### config.mk
export PLATFORM = sky130hd
export DESIGN_NAME = probe_mailbox
export DESIGN_NICKNAME = d
export VERILOG_FILES = /design/src/rtl/probe_mailbox_pkg.sv /design/src/rtl/probe_mailbox_ctrl.sv /design/src/rtl/probe_mailbox_dp.sv /design/src/rtl/probe_mailbox.sv
export SDC_FILE = /design/constraint.sdc
export NUM_CORES = 1
export LEC_CHECK = 0
export BUFFER_PORTS_ARGS = -buffer_cell sky130_fd_sc_hd__buf_2
export CORE_MARGIN = 3
export CORE_UTILIZATION = 60
export CTS_BUF_LIST = sky130_fd_sc_hd__clkbuf_4
export DETAILED_ROUTE_END_ITERATION = 10
export PLACE_DENSITY = 0.95
export SYNTH_ARGS = -nofsm -noshare
export SYNTH_HDL_FRONTEND = slang
export SYNTH_SLANG_ARGS = --single-unit
export TNS_END_PERCENT = 10
### constraint.sdc
create_clock -name clk -period 3.1 [get_ports clk]
set_input_delay 0.62 -clock clk [delete_from_list [all_inputs] [get_ports clk]]
set_output_delay 0.62 -clock clk [all_outputs]
set_load 0.01 [all_outputs]
### src/rtl/probe_mailbox_pkg.sv
package probe_mailbox_pkg;

  // Strobes from the control unit to the datapath.
  typedef struct packed {
    logic holdLoad;   // capture the writer's word
    logic bufLoad;    // move the held word into the slot
    logic outLoad;    // copy the slot to the reader output
    logic probeSet;   // mark the slot full
    logic probeClr;   // mark the slot empty
  } mboxStrobes_t;

endpackage

### src/rtl/probe_mailbox_ctrl.sv
module probe_mailbox_ctrl
  import probe_mailbox_pkg::*;
(
  input  logic         clk,
  input  logic         rst_n,
  input  logic         sendStart,
  input  logic         recvStart,
  input  logic         probe,
  output mboxStrobes_t strobes,
  output logic         sendDone,
  output logic         recvDone
);

  logic sendPend, recvPend;
  logic commitSend, commitRecv;

  // A pending request commits only when the probe allows it. Both commits
  // can never be true together, so a clear always lands before a new set.
  assign commitSend = sendPend && !probe;
  assign commitRecv = recvPend && probe;

  always_comb begin
    strobes          = '0;
    strobes.holdLoad = sendStart && !sendPend;
    strobes.bufLoad  = commitSend;
    strobes.probeSet = commitSend;
    strobes.outLoad  = commitRecv;
    strobes.probeClr = commitRecv;
  end

  always_ff @(posedge clk or negedge rst_n) begin
    if (!rst_n) begin
      sendPend <= 1'b0;
      recvPend <= 1'b0;
      sendDone <= 1'b0;
      recvDone <= 1'b0;
    end else begin
      if (commitSend)     sendPend <= 1'b0;
      else if (sendStart) sendPend <= 1'b1;
      if (commitRecv)     recvPend <= 1'b0;
      else if (recvStart) recvPend <= 1'b1;
      sendDone <= commitSend;
      recvDone <= commitRecv;
    end
  end

  assert_send_done_pulse_R10: assert property (@(posedge clk) disable iff (!rst_n)
    sendDone |=> !sendDone);
  assert_recv_done_pulse_R10: assert property (@(posedge clk) disable iff (!rst_n)
    recvDone |=> !recvDone);
  assert_send_done_sets_probe_R2: assert property (@(posedge clk) disable iff (!rst_n)
    sendDone |-> probe || recvDone);
  assert_recv_done_clears_probe_R5: assert property (@(posedge clk) disable iff (!rst_n)
    recvDone |-> !probe || sendDone);

endmodule

### src/rtl/probe_mailbox_dp.sv
module probe_mailbox_dp
  import probe_mailbox_pkg::*;
#(
  parameter int WIDTH    = 8,
  parameter bit HAS_DATA = 1'b1
) (
  input  logic             clk,
  input  logic             rst_n,
  input  mboxStrobes_t     strobes,
  input  logic [WIDTH-1:0] sendData,
  output logic [WIDTH-1:0] recvData,
  output logic             probe
);

  always_ff @(posedge clk or negedge rst_n) begin
    if (!rst_n)                probe <= 1'b0;
    else if (strobes.probeClr) probe <= 1'b0;
    else if (strobes.probeSet) probe <= 1'b1;
  end

  assert_set_only_when_empty_R3: assert property (@(posedge clk) disable iff (!rst_n)
    strobes.probeSet |-> !probe);
  assert_clr_only_when_full_R4: assert property (@(posedge clk) disable iff (!rst_n)
    strobes.probeClr |-> probe);
  assert_set_takes_effect_R2: assert property (@(posedge clk) disable iff (!rst_n)
    strobes.probeSet |=> probe);
  assert_clr_takes_effect_R5: assert property (@(posedge clk) disable iff (!rst_n)
    strobes.probeClr |=> !probe);

  generate
    if (HAS_DATA) begin : gData
      logic [WIDTH-1:0] holdQ, slotQ, outQ;

      always_ff @(posedge clk or negedge rst_n) begin
        if (!rst_n) begin
          holdQ <= '0;
          slotQ <= '0;
          outQ  <= '0;
        end else begin
          if (strobes.holdLoad) holdQ <= sendData;
          if (strobes.bufLoad)  slotQ <= holdQ;
          if (strobes.outLoad)  outQ  <= slotQ;
        end
      end
      assign recvData = outQ;

      assert_slot_stable_R7: assert property (@(posedge clk) disable iff (!rst_n)
        !strobes.bufLoad |=> $stable(slotQ));
      assert_output_held_R6: assert property (@(posedge clk) disable iff (!rst_n)
        !strobes.outLoad |=> $stable(recvData));
    end else begin : gSignal
      logic unusedInputs;
      assign unusedInputs = ^{sendData, strobes.holdLoad, strobes.bufLoad, strobes.outLoad};
      assign recvData = '0;

      assert_signal_zero_R9: assert property (@(posedge clk) disable iff (!rst_n)
        recvData == '0);
    end
  endgenerate

endmodule

### src/rtl/probe_mailbox.sv
module probe_mailbox
  import probe_mailbox_pkg::*;
#(
  parameter int WIDTH    = 8,
  parameter bit HAS_DATA = 1'b1
) (
  input  logic             clk,
  input  logic             rst_n,
  input  logic             send_start,
  input  logic [WIDTH-1:0] send_data,
  output logic             send_done,
  input  logic             recv_start,
  output logic [WIDTH-1:0] recv_data,
  output logic             recv_done
);

  mboxStrobes_t strobes;
  logic         probe;

  probe_mailbox_ctrl uCtrl (
    .clk       (clk),
    .rst_n     (rst_n),
    .sendStart (send_start),
    .recvStart (recv_start),
    .probe     (probe),
    .strobes   (strobes),
    .sendDone  (send_done),
    .recvDone  (recv_done)
  );

  probe_mailbox_dp #(.WIDTH(WIDTH), .HAS_DATA(HAS_DATA)) uDp (
    .clk      (clk),
    .rst_n    (rst_n),
    .strobes  (strobes),
    .sendData (send_data),
    .recvData (recv_data),
    .probe    (probe)
  );

endmodule

==> flow_metrics.env <==
export IMPL_cp_startpoint="uCtrl.sendPend"
export IMPL_min_period_ns=1.56
export IMPL_antenna_found_initial=0
export IMPL_drv_cap=0
export IMPL_synth_area_leaders="dfrtp_1 (64%), mux2_4 (20%), mux2_2 (9.0%)"
export IMPL_routed_wl_um=1610
export IMPL_seq_area_frac_synth_pct=64.2
export IMPL_synth_xor_area_share_pct=0
export IMPL_met1Wirelength_um=701
export IMPL_cp_max_fo=9
export IMPL_cts_resized=0
export IMPL_crit_chain="nor2b_1, mux2_2"
export IMPL_synthCells=63
export IMPL_tritoncts="built"
export IMPL_drtIter0Drc=1
export IMPL_fp_dieH_um=49.4
export IMPL_vias=568
export IMPL_cts_setup_buffers=0
export IMPL_p_per_area_nw_per_um2=1170
export IMPL_firstDrtPassIters=2
export IMPL_clk_path_buf_depth=2
export IMPL_synth_top_area_share_pct=64.2
export IMPL_crit_path_max_incr_delay_ns=0.62
export IMPL_grt_pass1_wl_um=2860
export IMPL_critPathBufInv=0
export IMPL_final_area_um2=1320
export IMPL_hold_viol_final=0
export IMPL_skew_ns=0.0105
export IMPL_p_leak_nw=0.653
export IMPL_critPathCaptureType="flip-flop"
export IMPL_synth_top_family_by_area="multiplexers"
export IMPL_top_layer="met4"
export IMPL_critPathKind="reg2reg"
export IMPL_drt_wirelength_per_cell_um=14.1
export IMPL_cts_hold_buf=0
export IMPL_core_um2=1750
export IMPL_period_share_pct=50.4
export IMPL_fmax_ghz=0.639
export IMPL_drc=0
export IMPL_ios=22
export IMPL_wl_met2_um=795
export IMPL_cpLargestDelayFamily="simple AND/OR/NAND/NOR gates"
export IMPL_startpoint_type="flip-flop"
export IMPL_synthesis_nets=75
export IMPL_drive_above_1_share_pct=60.7
export IMPL_via_per_inst=4.98
export IMPL_worstPathArrival_ns=1.77
export IMPL_r2r_end="uDp.gData.holdQ[2]"
export IMPL_hold_path_class="in2async"
export IMPL_drv_slew=0
export IMPL_grt_total_usage_pct=16.4
export IMPL_gp_congestion=0.708
export IMPL_yosysWarnings=0
export IMPL_nets=100
export IMPL_cts_buffers=5
export IMPL_r2r_start="uCtrl.sendPend"
export IMPL_dp_hpwl_um=1120
export IMPL_worstSkewPairLatency_ns=0.32
export IMPL_crit_end="uDp.gData.holdQ[2]"
export IMPL_reg2reg_slack_ns=1.54
export IMPL_grt_pass1_vias=627
export IMPL_diodes=0
export IMPL_maxSlewHeadroom_pct=48.2
export IMPL_worstPathRequired_ns=3.30
export IMPL_setup_tns_ns=0
export IMPL_die_w_um=49.4
export IMPL_area_delta_synth_final_pct=16.4
export IMPL_synth_cell_type_count=11
export IMPL_worst_path_stages=2
export IMPL_setup_viol_count_final=0
export IMPL_grt_start_max_net_pins=30
export IMPL_status="completed"
export IMPL_h_tree_depth=2
export IMPL_ir_worst_vdd_mv=0.844
export IMPL_tightest_slew_ns=0.775
export IMPL_worstRegToRegCells=2
export IMPL_yosysTopAreaCell="dfrtp_1"
export IMPL_dieArea_um2=2440
export IMPL_start_util_pct=64.7
export IMPL_io_buffer_count=21
export IMPL_synth_area_per_cell_um2=17.9
export IMPL_crit_slowest_cell="nor2b_1"
export IMPL_placed_area_um2=1240
export IMPL_clk_pin_slew_ns=0.09
export IMPL_rsz0062_at_grt="no"
export IMPL_overflow=0
export IMPL_cts_root_buf="clkbuf_4"
export IMPL_synth_compound_area_share_pct=1.99
export IMPL_synth_fa_ha_area_share_pct=0
export IMPL_syn_cell_area_um2=1130
export IMPL_ys_ff_latch=29
export IMPL_synth_area_mux_share_pct=28.9
export IMPL_ant_nets=0
export IMPL_met3WireLength_um=80
export IMPL_num_rows=15
export IMPL_yosys_area_share_simple_pct=1.88
export IMPL_cts_sinks=29
-- registers in the layout, summed over array words and instances (netlist names) --
register / cells
uCtrl.recvDone: 1
uCtrl.sendDone: 1
uDp.gData.holdQ: 8
uCtrl.recvPend: 1
uCtrl.sendPend: 1
uDp.recvData: 8
uDp.gData.slotQ: 8
uDp.probe: 1
-- final cells by class --
| class | instances | area, um2 |
|---|---|---|
| flip-flops and latches | 29 | 726 |
| fillers | 112 | 430 |
| multi-input cells | 30 | 370 |
| repair buffers | 21 | 105 |
| clock buffers | 6 | 45.0 |
| clock inverters | 2 | 33.8 |
| well taps | 25 | 31.3 |
| inverters | 1 | 3.75 |
-- cells in the mapped netlist --
cell type	instances
nor2b_2	1
mux2_2	9
inv_1	1
nor2b_1	1
a21o_1	1
dfrtp_1	29
mux2_4	15
buf_4	1
nand2_2	1
o21a_1	2
buf_6	2
-- cells in the final DEF (no fill, tap or decap), types with 2 or more instances in the layout --
master	n
dfrtp_1	29
buf_2	21
mux2_4	15
mux2_2	9
clkbuf_4	6
o21a_1	2
-- worst reg2reg max path: cells and delay by family, from the launching register on --
family        cells  cell delay [ns]
mux               1             0.41
flops             1             0.42
simple gates      1             0.62
-- metal layers --
metal	global-route usage [%]	vias up
met5	0	-
met4	6.91	0
met3	7.65	5
met2	25.9	17
met1	19.3	278
li1	-	268
-- logic make-up after synthesis --
group           Yosys count
compound gates            3
simple gates              3
flops                    29
buf+inv                   4
mux                      24
-- power by group --
part / switching, mW / internal [mW] / leakage (nW)
Sequential: 0.106 / 0.575 / 0.343
Clock: 0.124 / 0.177 / 0.0433
Combinational: 0.199 / 0.355 / 0.267
Total: 0.429 / 1.11 / 0.653
-- through the flow --
step                utilization, %  power [mW]  hold slack, ns  worst slack [ns]  cells
floorplan                        -        1.13           0.324              1.77     63
global placement              70.8        1.22           0.483              1.29    106
detailed placement            70.8        1.25           0.487              1.22    106
CTS                           75.3        1.55           0.307              1.50    114
global route                  75.3        1.63           0.333              1.43    114
finish                        75.3        1.54           0.293              1.54    114
-- how the worst min path moves through the flow --
stage | slack [ns] | from | cells after the start | endpoint
2_1_floorplan | 0.32 | rst_n | 0 | uCtrl.recvDone
3_3_place_gp | 0.48 | uCtrl.recvPend | 1 | uCtrl.recvPend
3_5_place_dp | 0.49 | uCtrl.recvPend | 1 | uCtrl.recvPend
4_1_cts | 0.31 | rst_n | 1 | uDp.recvData[6]
5_1_grt | 0.33 | rst_n | 1 | uDp.recvData[6]
6_report | 0.29 | rst_n | 1 | uDp.recvData[6]
Note: power is estimated with default switching activity, not from simulation.
